$ cat src/rtl/blkxfer_pkg.sv
package blkxfer_pkg;
  localparam int NUM_REGS = 16;
  localparam int REG_W    = $clog2(NUM_REGS);
  localparam int CNT_W    = $clog2(NUM_REGS + 1);
  localparam int QUAD_FIRST = 4;
  localparam int QUAD_LEN   = 4;

  typedef struct packed {
    logic capture;  // latch base, list and counts
    logic step;     // current beat completed
  } xferStrobe_t;

  typedef struct packed {
    logic             valid;
    logic             isLoad;
    logic             isQuad;
    logic [REG_W-1:0] baseReg;
    logic [REG_W-1:0] firstReg;
    logic [CNT_W-1:0] beats;
  } xferDecode_t;

  function automatic xferDecode_t decodeXfer(input logic [15:0] ins);
    xferDecode_t d;
    logic [REG_W-1:0] rd;
    rd         = ins[REG_W-1:0];
    d.valid    = (ins[15:8] == 8'h00) && (ins[7:6] == 2'b01);
    d.isQuad   = ~ins[5];
    d.isLoad   = ~ins[4];
    d.baseReg  = d.isQuad ? rd : '0;
    d.firstReg = d.isQuad ? REG_W'(QUAD_FIRST) : rd;
    d.beats    = d.isQuad ? CNT_W'(QUAD_LEN) : CNT_W'(NUM_REGS) - CNT_W'(rd);
    return d;
  endfunction
endpackage

$ cat src/rtl/blkxfer_ctrl.sv
module blkxfer_ctrl
  import blkxfer_pkg::*;
(
  input  logic             clk,
  input  logic             rstN,
  input  logic             startValid,
  input  logic             startOk,
  input  logic [CNT_W-1:0] beats,
  input  logic             memReady,
  output xferStrobe_t      strobe,
  output logic             memReq,
  output logic             busy,
  output logic             done
);
  typedef enum logic [1:0] {S_IDLE, S_XFER, S_FIN} state_t;
  state_t state;
  logic [CNT_W-1:0] remaining;

  always_comb begin
    strobe.capture = (state == S_IDLE) && startValid && startOk;
    strobe.step    = (state == S_XFER) && memReady;
  end

  assign memReq = (state == S_XFER);
  assign busy   = (state != S_IDLE);
  assign done   = (state == S_FIN);

  always_ff @(posedge clk or negedge rstN) begin
    if (!rstN) begin
      state     <= S_IDLE;
      remaining <= '0;
    end else begin
      unique case (state)
        S_IDLE: if (strobe.capture) begin
          remaining <= beats;
          state     <= S_XFER;
        end
        S_XFER: if (strobe.step) begin
          remaining <= remaining - CNT_W'(1);
          if (remaining == CNT_W'(1)) state <= S_FIN;
        end
        default: state <= S_IDLE;
      endcase
    end
  end

  a_r9_done_one_cycle: assert property (@(posedge clk) disable iff (!rstN)
    done |=> !done);
  a_r9_busy_after_accept: assert property (@(posedge clk) disable iff (!rstN)
    (!busy && startValid && startOk) |=> busy);
  a_r1_idle_without_accept: assert property (@(posedge clk) disable iff (!rstN)
    (!busy && !(startValid && startOk)) |=> !busy);
  a_r6_request_held: assert property (@(posedge clk) disable iff (!rstN)
    (memReq && !memReady) |=> memReq);
endmodule

$ cat src/rtl/blkxfer_dpath.sv
module blkxfer_dpath
  import blkxfer_pkg::*;
#(
  parameter int DATA_W     = 32,
  parameter int ADDR_W     = 32,
  parameter int WORD_BYTES = DATA_W / 8
) (
  input  logic              clk,
  input  logic              rstN,
  input  xferStrobe_t       strobe,
  input  logic              decLoad,
  input  logic              decQuad,
  input  logic [REG_W-1:0]  decBase,
  input  logic [REG_W-1:0]  decFirst,
  input  logic [CNT_W-1:0]  decBeats,
  input  logic              memReq,
  input  logic              memReady,
  input  logic [DATA_W-1:0] rfRdData,
  input  logic [DATA_W-1:0] memRdata,
  output logic [REG_W-1:0]  rfRdAddr,
  output logic              rfWrEn,
  output logic [REG_W-1:0]  rfWrAddr,
  output logic [DATA_W-1:0] rfWrData,
  output logic              memWe,
  output logic [ADDR_W-1:0] memAddr,
  output logic [DATA_W-1:0] memWdata,
  output logic [CNT_W-1:0]  memOpCount,
  output logic              extraCycle
);
  logic [ADDR_W-1:0] curAddr;
  logic [REG_W-1:0]  curReg;
  logic              isLoad;

  always_ff @(posedge clk or negedge rstN) begin
    if (!rstN) begin
      curAddr    <= '0;
      curReg     <= '0;
      isLoad     <= 1'b0;
      memOpCount <= '0;
      extraCycle <= 1'b0;
    end else if (strobe.capture) begin
      curAddr    <= ADDR_W'(rfRdData);
      curReg     <= decFirst;
      isLoad     <= decLoad;
      memOpCount <= decBeats;
      extraCycle <= decQuad;
    end else if (strobe.step) begin
      curAddr <= curAddr + ADDR_W'(WORD_BYTES);
      curReg  <= curReg + REG_W'(1);
    end
  end

  assign rfRdAddr = memReq ? curReg : decBase;
  assign memAddr  = curAddr;
  assign memWe    = memReq && !isLoad;
  assign memWdata = rfRdData;
  assign rfWrEn   = memReq && memReady && isLoad;
  assign rfWrAddr = curReg;
  assign rfWrData = memRdata;

  a_r4_addr_advance: assert property (@(posedge clk) disable iff (!rstN)
    strobe.step |=> memAddr == $past(memAddr) + ADDR_W'(WORD_BYTES));
  a_r6_beat_stable: assert property (@(posedge clk) disable iff (!rstN)
    (memReq && !memReady) |=> ($stable(memAddr) && $stable(rfWrAddr) && $stable(memWe)));
  a_r5_counts_held: assert property (@(posedge clk) disable iff (!rstN)
    !strobe.capture |=> ($stable(memOpCount) && $stable(extraCycle)));
  a_r8_base_once: assert property (@(posedge clk) disable iff (!rstN)
    (memReq && !strobe.step) |=> $stable(memAddr));
endmodule

$ cat src/rtl/blkxfer_seq.sv
module blkxfer_seq
  import blkxfer_pkg::*;
#(
  parameter int DATA_W = 32,
  parameter int ADDR_W = 32
) (
  input  logic              clk,
  input  logic              rstN,
  input  logic              startValid,
  input  logic [15:0]       instr,
  output logic [REG_W-1:0]  rfRdAddr,
  input  logic [DATA_W-1:0] rfRdData,
  output logic              rfWrEn,
  output logic [REG_W-1:0]  rfWrAddr,
  output logic [DATA_W-1:0] rfWrData,
  output logic              memReq,
  output logic              memWe,
  output logic [ADDR_W-1:0] memAddr,
  output logic [DATA_W-1:0] memWdata,
  input  logic [DATA_W-1:0] memRdata,
  input  logic              memReady,
  output logic              busy,
  output logic              done,
  output logic [CNT_W-1:0]  memOpCount,
  output logic              extraCycle
);
  xferDecode_t dec;
  xferStrobe_t strobe;

  assign dec = decodeXfer(instr);

  blkxfer_ctrl u_ctrl (
    .clk(clk), .rstN(rstN), .startValid(startValid), .startOk(dec.valid),
    .beats(dec.beats), .memReady(memReady), .strobe(strobe),
    .memReq(memReq), .busy(busy), .done(done)
  );

  blkxfer_dpath #(.DATA_W(DATA_W), .ADDR_W(ADDR_W)) u_dpath (
    .clk(clk), .rstN(rstN), .strobe(strobe),
    .decLoad(dec.isLoad), .decQuad(dec.isQuad), .decBase(dec.baseReg),
    .decFirst(dec.firstReg), .decBeats(dec.beats),
    .memReq(memReq), .memReady(memReady), .rfRdData(rfRdData), .memRdata(memRdata),
    .rfRdAddr(rfRdAddr), .rfWrEn(rfWrEn), .rfWrAddr(rfWrAddr), .rfWrData(rfWrData),
    .memWe(memWe), .memAddr(memAddr), .memWdata(memWdata),
    .memOpCount(memOpCount), .extraCycle(extraCycle)
  );
endmodule

$ cat config.mk
export PLATFORM = sky130hd
export DESIGN_NAME = blkxfer_seq
export DESIGN_NICKNAME = d
export VERILOG_FILES = /design/src/rtl/blkxfer_pkg.sv /design/src/rtl/blkxfer_ctrl.sv /design/src/rtl/blkxfer_dpath.sv /design/src/rtl/blkxfer_seq.sv
export SDC_FILE = /design/constraint.sdc
export NUM_CORES = 1
export LEC_CHECK = 0
export ABC_CLOCK_PERIOD_IN_PS = 4100
export BUFFER_PORTS_ARGS = -buffer_cell sky130_fd_sc_hd__buf_2
export CORE_ASPECT_RATIO = 1.75
export CORE_MARGIN = 2
export CORE_UTILIZATION = 35
export CTS_BUF_LIST = sky130_fd_sc_hd__clkbuf_4 sky130_fd_sc_hd__clkbuf_8
export DETAILED_ROUTE_END_ITERATION = 8
export PLACE_DENSITY_LB_ADDON = 0.25
export SLEW_MARGIN = 5
export SYNTH_ARGS = -nofsm -noshare
export SYNTH_HDL_FRONTEND = slang
export SYNTH_SLANG_ARGS = --single-unit
$ cat constraint.sdc
create_clock -name clk -period 4.1 [get_ports clk]
set_clock_uncertainty 0.1 [all_clocks]
set_input_delay 0.205 -clock clk [delete_from_list [all_inputs] [get_ports clk]]
set_output_delay 0.205 -clock clk [all_outputs]
set_load 0.005 [all_outputs]
Word-level counts from Yosys, hierarchy flattened
Index checks and enable logic that the tools add are counted.

operators by class
  bitwise gates (word level) = 2
  multiplexer cells = 15
  add/sub/neg operators = 4
  reduce and logical (&&, ||, !) cells = 14
  equal/unequal tests = 7

operators with widths
  kind                     number
  $mux W32                 2
  $add A32 B3 Y32 const B  1
  $mux W4                  5
  $mux W5                  3
  $pmux W5 S2              1
  $logic_not A8 Y1         1
  $logic_and A1 B1 Y1      6
  $mux W2                  3
  $ne A2 B2 Y1 const B     3
  $reduce_and A3 Y1        2
  $reduce_bool A2 Y1       3
  $eq A5 B1 Y1 const B     1
  $sub A5 B1 Y5 const B    1
  $sub A5 B4 Y5 const A    1
  $add A4 B1 Y4 const B    1
  $eq A2 B1 Y1 const B     2
  $pmux W2 S2              1
  $eq A2 B2 Y1 const B     1
  $logic_not A2 Y1         1
  $not A1 Y1               2
  $logic_not A1 Y1         1

word-level totals
  bits of input ports = 84
  logic and storage cells = 49
  register bits after elaboration = 50
  output and inout port bits = 115

Depth between registers and ports, before layout
Gate-level depths: netlist of run 1.

  word-level depth = 5
  gate-level depth with buffers = 6
  gate-level depth less buffers = 6

Hierarchy
Synthesis of run 1 repeated with hierarchy kept, for this count alone.

second synthesis, totals
  cell total of the unflattened synthesis = 381
  area, all modules = 3,477.1 µm²

modules (own cells, without submodules)
  module         area an instance (µm²)  cells an instance  sequential area each (µm²)  times used
  blkxfer_dpath  2,835.2                 310                1,076.0                     1
  blkxfer_ctrl   490.5                   48                 175.2                       1
  blkxfer_seq    151.4                   23                 0.0                         1

Least setup slack after synthesis of run 1
No wires, ideal clock.

  path kind = reg-to-reg
  start point = register u_dpath.curAddr[2] (netlist: u_dpath.memAddr[2])
  end point = register u_dpath.curAddr[18] (netlist: u_dpath.memAddr[18])
  data required time = 3,918 ps
  path buffers = 1
  cell stages (with the launch flop) = 7
  slack = 2,107 ps
  arrival = 1,812 ps
  cell sequence = dfrtp_1 > ha_1 > nand3_1 > or3_1 > buf_2 > or3_1 > a31oi_1

on the way
  word-level cells in the longest chain between the ends = 3

ends and longest elaborated chain
  element                 line                 RTL
  from (decl)             blkxfer_dpath.sv:30  logic [ADDR_W-1:0] curAddr;
  from (signal assigned)  blkxfer_dpath.sv:42  curAddr <= ADDR_W'(rfRdData);
  from (signal assigned)  blkxfer_dpath.sv:48  curAddr <= curAddr + ADDR_W'(WORD_BYTES);
  $add A32 B3 Y32         blkxfer_dpath.sv:48
  $mux W32                blkxfer_dpath.sv:47  end else if (strobe.step) begin
  $mux W32                blkxfer_dpath.sv:41  end else if (strobe.capture) begin

No other way between the ends. The select of a mux whose other input is x is not followed.
A chain may end at the register's enable or synchronous reset.

Worst setup path in the final report of run 1
  start point = register u_dpath.curAddr[2] (netlist: u_dpath.memAddr[2])
  end point = register u_dpath.curAddr[28] (netlist: u_dpath.memAddr[28])

Same word-level chain as after synthesis.

==> flow_metrics.env, run 1 <==
export IMPL_status="completed"
export IMPL_pre_cts_slack_ps=1760
export IMPL_critical_path_arrival_ps=2490
export IMPL_drtIter0Drc=124
export IMPL_rows=47
export IMPL_dr_pass1_iters=4
export IMPL_leakage_uw=0.00186
export IMPL_yosysMostFrequentCell="buf_4"
export IMPL_combPwrFrac=0.300
export IMPL_grt_pass1_wl_um=14000
export IMPL_peakVddDrop_mv=0.202
export IMPL_drc=0
export IMPL_relSlewSlack=0.551
export IMPL_ys_warn_count=0
export IMPL_clockRootBuffer="clkbuf_8"
export IMPL_setup_viol=0
export IMPL_rr_endpoint="u_dpath.memAddr[28]"
export IMPL_ios=199
export IMPL_setup_tns_ps=0
export IMPL_worst_setup_path_start_kind="register"
export IMPL_clockPowerShare=0.246
export IMPL_gp_congestion=0.767
export IMPL_worst_path_max_fanout=16
export IMPL_dr_max_layer_used="met4"
export IMPL_h_tree_depth=2
export IMPL_wl_met1_um=3450
export IMPL_endpoint_kind="register"
export IMPL_core_um2=9350
export IMPL_yosys_top_cells_area="dfrtp_1, buf_4, nand2_1, a31oi_1, o21ai_0"
export IMPL_critPathKind="reg2reg"
export IMPL_synth_largest_area_cell="dfrtp_1"
export IMPL_met3_length_um=496
export IMPL_r2r_start="u_dpath.memAddr[2]"
export IMPL_path_clk_slew_ps=100
export IMPL_start_util=0.357
export IMPL_ys_ff_latch=50
export IMPL_min_path_cells=3
export IMPL_worst_path_buf_inv=0
export IMPL_routed_wl_met2_um=4700
export IMPL_grt_usage=0.169
export IMPL_slew_violations=0
export IMPL_portBuffers=134
export IMPL_grt_pass1_vias=2853
export IMPL_synthesis_area_um2=3340
export IMPL_intPower_uw=992
export IMPL_wl_um=8940
export IMPL_hold_start="rfRdData[8]"
export IMPL_final_layout_size_suffix_gt1_frac=0.328
export IMPL_fill_cells=965
export IMPL_ys_flop_type="dfrtp_1"
export IMPL_nets=549
export IMPL_rsz0062_at_grt="false"
export IMPL_post_route_min_period_ps=2350
export IMPL_clock_sinks=50
export IMPL_die_area_um2=10400
export IMPL_max_cap_viol_count=0
export IMPL_yosysTopAreaCellShare=0.375
export IMPL_slowest_stage="or3_1"
export IMPL_holdPathEnd="u_dpath.memAddr[8]"
export IMPL_synth_edf_count=0
export IMPL_syn_nets=482
export IMPL_wl_per_cell_um=15.3
export IMPL_syn_avg_cell_area_um2=8.50
export IMPL_syn2layout_area_growth_pct=14.2
export IMPL_synth_async_reset_ratio=1.00
export IMPL_fmax_mhz=425
export IMPL_finalHoldViolations=0
export IMPL_cts_made_buffers=5
export IMPL_detail_route_antenna_nets=0
export IMPL_setup_ws_ps=1750
export IMPL_tightest_slew_ps=673
export IMPL_synth_top_cells_by_count="buf_4, dfrtp_1, nand2_1"
export IMPL_antenna_found_initial=0
export IMPL_clockBufferDepth=2
export IMPL_synth_distinct_cells=49
export IMPL_swShare=0.347
export IMPL_fin_crit_sh=0.574
export IMPL_path_cells="ha_1 -> nand3_1 -> or3_1 -> or4_1 -> a31oi_1"
export IMPL_cts_tree="built"
export IMPL_die_h_um=133
export IMPL_pwr_share_seq=0.454
export IMPL_dp_hpwl_um=6450
export IMPL_clkLatencyLatePin_ps=320
export IMPL_viasPerCell=5.19
export IMPL_yosysSeqAreaShare=0.375
export IMPL_antenna_cells=0
export IMPL_reg2reg_slack_ps=1750
export IMPL_cp_top_family="simple AND/OR/NAND/NOR gates"
export IMPL_p_switching_uw=526
export IMPL_power_density_nw_per_um2=398
export IMPL_grt_overflow=0
export IMPL_cpPeakStageDelay_ps=610
export IMPL_holdCritPathClass="in2reg"
export IMPL_required_ps=4240
export IMPL_grt_max_degree=59
export IMPL_vias=3028
export IMPL_die_w_um=77.9
export IMPL_syn_inst=393
export IMPL_reg2reg_depth=5
layout by cell type (no fill, tap or decap), drive strengths merged, types with 2 or more instances in the layout:
cell type    synthesis  routed
nor4                 5       5
dfrtp               50      50
xnor2               11      11
a21oi                5       5
inv                 10      10
a31oi               19      19
nand3               14      14
clkbuf              15       7
o31ai               11      11
o211ai               2       2
dlygate4sd3          0       8
o21ai               22      22
buf                 70     137
nor3                11      11
ha                   5       5
nor2                24      24
nand4               13      13
and3                 6       6
xor2                 5       5
and4                 4       4
or3                 10      10
nand2               47      47
nor3b                2       2
or4                 11      11
nand3b               3       3
power by group through the flow:
stage,combinational (uW),sequential [uW],clock [uW]
after CTS,465,689,385
after global routing,512,706,403
after detailed placement,459,698,0
final,455,690,374
after global placement,452,690,0
after floorplan,305,678,0
sequential cells by signal (all words and copies together), names as in the netlist:
signal and flops:
u_dpath.isLoad 1, u_dpath.rfWrAddr 4, u_ctrl.state 2, u_dpath.memAddr 32, u_dpath.extraCycle 1, u_dpath.memOpCount 5, u_ctrl.remaining 5
layout make-up:
| class | instances | area [um^2] | share of cell area |
|---|---|---|---|
| clock buffer | 7 | 83.8 | 0.0220 |
| sequential | 50 | 1250 | 0.328 |
| inverter | 10 | 37.5 | 0.00984 |
| clock inverter | 1 | 30.0 | 0.00787 |
| tap | 122 | 153 | 0.0400 |
| timing repair buffer | 145 | 773 | 0.203 |
| multi-input combinational | 248 | 1490 | 0.390 |
metrics by stage:
step	hold WS [ps]	area (um^2)	util	std cells	total power [uW]
floorplan	-191	3340	-	393	984
global placement	272	3620	0.387	567	1140
detailed placement	279	3620	0.387	567	1160
CTS	4.12	3820	0.408	583	1540
global route	11.7	3820	0.408	583	1620
finish	11.3	3820	0.408	583	1520
how the worst max path moves through the flow:
stage	startpoint	endpoint	slack (ps)	cells after the start
after floorplan	u_dpath.memAddr[2]	u_dpath.memAddr[18]	2110	6
after global placement	u_dpath.memAddr[2]	u_dpath.memAddr[28]	1830	5
after detailed placement	u_dpath.memAddr[2]	u_dpath.memAddr[28]	1760	5
after CTS	u_dpath.memAddr[2]	u_dpath.memAddr[28]	1730	5
after global routing	u_dpath.memAddr[2]	u_dpath.memAddr[28]	1600	5
final	u_dpath.memAddr[2]	u_dpath.memAddr[28]	1750	5
repair_timing:
action                                 4_1_cts  5_1_grt
gates resized for setup                      0        0
setup buffers                                0        0
endpoints found under the hold margin       57        0
hold buffers                                 8        0
cell families after synthesis:
family,after synthesis,synth area share
xor gates and xnor gates,16,0.0419
AOI/OAI and AO/OA,67,0.126
DFF,50,0.375
and+or+nand+nor,159,0.255
adders and majority gates,5,0.0187
buffers and inverters,95,0.180
muxes,1,0.00337
layer usage:
layer  track usage  vias to the layer above
li1              -                     1467
met1         0.189                     1415
met2         0.306                      119
met3        0.0230                       27
met4        0.0893                        0
met5             0                        -
worst min-delay path, stage by stage:
cell and delay (ps):
buf_2 90, nand2_1 40, o21ai_0 60
Power figures use the tool's default switching activity.
==> inputs of run 2 (changes only) <==
--- a/config.mk
+++ b/config.mk
@@ -5,7 +5,7 @@
 export SDC_FILE = /design/constraint.sdc
 export NUM_CORES = 1
 export LEC_CHECK = 0
-export ABC_CLOCK_PERIOD_IN_PS = 4100
+export ABC_CLOCK_PERIOD_IN_PS = 2000
 export BUFFER_PORTS_ARGS = -buffer_cell sky130_fd_sc_hd__buf_2
 export CORE_ASPECT_RATIO = 1.75
 export CORE_MARGIN = 2
==> constraint.sdc (replaced) <==
create_clock -name clk -period 2 [get_ports clk]
set_clock_uncertainty 0.1 [all_clocks]
set_input_delay 0.1 -clock clk [delete_from_list [all_inputs] [get_ports clk]]
set_output_delay 0.1 -clock clk [all_outputs]
set_load 0.005 [all_outputs]
==> run 2 against run 1 <==
The flow now finishes with violations (setup timing). Non-clock buffer count grew 67. Wire length rose by 7.5%. Register-to-register slack lost 1700 ps. Final cell count rose by 11%. Critical path type unchanged. Critical endpoint is now u_dpath.memAddr[26]. Largest cell class unchanged.
==> flow_metrics.env, run 2 (same netlist as run 1, synthesis figures left out) <==
export IMPL_status="finished with violations"
export IMPL_violations="setup timing"
export IMPL_critical_path_arrival_ps=2140
export IMPL_rr_endpoint="u_dpath.memAddr[26]"
export IMPL_gp_congestion=0.817
export IMPL_setup_tns_ps=-1.74
export IMPL_leakage_uw=0.00218
export IMPL_peakVddDrop_mv=0.448
export IMPL_final_layout_size_suffix_gt1_frac=0.384
export IMPL_die_w_um=77.9
export IMPL_holdCritPathClass="in2reg"
export IMPL_endpoint="u_dpath.memAddr[26]"
export IMPL_tightest_slew_ps=588
export IMPL_critPathKind="reg2reg"
export IMPL_antenna_cells=0
export IMPL_dp_hpwl_um=6980
export IMPL_final_cell_mix="buf_2, dfrtp_1, nand2_1, buf_4, dlygate4sd3_1"
export IMPL_r2r_start="u_dpath.memAddr[3]"
export IMPL_routed_wl_met2_um=5110
export IMPL_grt_pass1_vias=3130
export IMPL_post_route_min_period_ps=2000
export IMPL_grt_usage=0.181
export IMPL_min_path_cells=3
export IMPL_clockBufferDepth=2
export IMPL_setup_viol=1
export IMPL_relSlewSlack=0.608
export IMPL_cts_made_buffers=5
export IMPL_worst_path_max_fanout=8
export IMPL_fin_crit_sh=1.00
export IMPL_fmax_mhz=500
export IMPL_required_ps=2140
export IMPL_nets=616
export IMPL_fin_cells=650
export IMPL_wl_met1_um=3730
export IMPL_grt_pass1_wl_um=15000
export IMPL_path_clk_slew_ps=110
export IMPL_reg2reg_depth=6
export IMPL_slew_violations=0
export IMPL_viasPerCell=5.02
export IMPL_design_area_um2=4460
export IMPL_wl_um=9600
export IMPL_placed_area_um2=3940
export IMPL_clock_sinks=50
export IMPL_dr_pass1_iters=4
export IMPL_clkLatencyLatePin_ps=320
export IMPL_met3_length_um=493
export IMPL_cts_tree="built"
export IMPL_antenna_found_initial=0
export IMPL_core_um2=9350
export IMPL_drtIter0Drc=114
export IMPL_die_h_um=133
export IMPL_grt_overflow=0
export IMPL_setup_ws_ps=-1.74
export IMPL_portBuffers=134
export IMPL_die_area_um2=10400
export IMPL_finalHoldViolations=0
export IMPL_worst_setup_path_start_kind="register"
export IMPL_max_cap_viol_count=0
export IMPL_wl_per_cell_um=14.8
export IMPL_start_util=0.357
export IMPL_drc=0
export IMPL_crit_path_start="u_dpath.memAddr[3]"
export IMPL_syn2layout_area_growth_pct=33.6
export IMPL_h_tree_depth=2
export IMPL_dr_max_layer_used="met4"
export IMPL_grt_max_degree=48
export IMPL_rows=47
export IMPL_vias=3263
export IMPL_dp_cells=602
export IMPL_ios=199
export IMPL_clockRootBuffer="clkbuf_8"
export IMPL_final_common_cell="buf_2"
export IMPL_endpoint_kind="register"
export IMPL_power_density_nw_per_um2=724
export IMPL_rsz0062_at_grt="true"
export IMPL_reg2reg_slack_ps=-2
export IMPL_detail_route_antenna_nets=0
export IMPL_largest_reg_flops=32
run 2: changes by cell type in the layout (fill, tap and decap cells not counted), moves of 2 or more:
cell / before / now
buf_12: 0 / 4
buf_4: 3 / 39
clkbuf_4: 2 / 0
dfrtp_1: 50 / 48
dfrtp_2: 0 / 2
dlygate4sd3_1: 8 / 34
o31ai_1: 11 / 9
o31ai_2: 0 / 2
or3_1: 9 / 6
or3_4: 0 / 4
run 2: per-layer routing:
layer  up-vias  track usage
li1       1600            -
met3        26       0.0251
met4         0       0.0863
met5         -            0
met2       110        0.333
met1      1527        0.199
run 2: worst max-delay path: stages (launching register included):
cell and delay, ps:
dfrtp_1 400, ha_2 200, nand3_2 90, or3_4 450, buf_6 150, or4_1 400, a31oi_1 130
run 2: cell type report:
type	instances	area, um^2
Clock inverter	3	25.0
Inverter	10	37.5
Sequential cell	50	1250
Multi-Input combinational cell	248	1530
Timing Repair Buffer	212	1400
Clock buffer	5	68.8
Fill cell	908	4890
Tap cell	122	153
run 2: worst min-delay path by stage:
stage	to	slack, ps	startpoint
3_3_place_gp	u_dpath.rfWrAddr[2]	40	rstN
2_1_floorplan	u_ctrl.remaining[0]	-300	rstN
4_1_cts	u_dpath.rfWrAddr[3]	2	instr[3]
5_1_grt	u_dpath.memOpCount[0]	30	instr[0]
6_report	u_dpath.rfWrAddr[3]	9	instr[3]
3_5_place_dp	u_dpath.rfWrAddr[1]	40	rstN
run 2: timing repair:
item                       CTS  global route
hold buffers                34             0
gates cloned                 0             0
hold endpoints to repair    55             0
pin swaps                    0            13
setup endpoints to repair    8            14
setup buffers                0             6
gates resized for setup      2            13
run 2: stage by stage:
step                setup WS, ps  total power [uW]  utilization  hold WS, ps
floorplan                   6.51              2020            -         -296
global placement           -71.3              2470        0.421         42.6
detailed placement          -142              2500        0.421         40.4
CTS                        -13.8              3210        0.468         2.45
global route               -82.6              3470        0.477         31.9
finish                     -1.74              3230        0.477         8.52
run 2: power breakdown:
part / leakage [uW] / switching (uW) / internal (uW) / total, uW
Sequential: 0.000662 / 184 / 1180 / 1370
Clock: 0.0000447 / 386 / 254 / 640
Combinational: 0.00148 / 578 / 647 / 1220
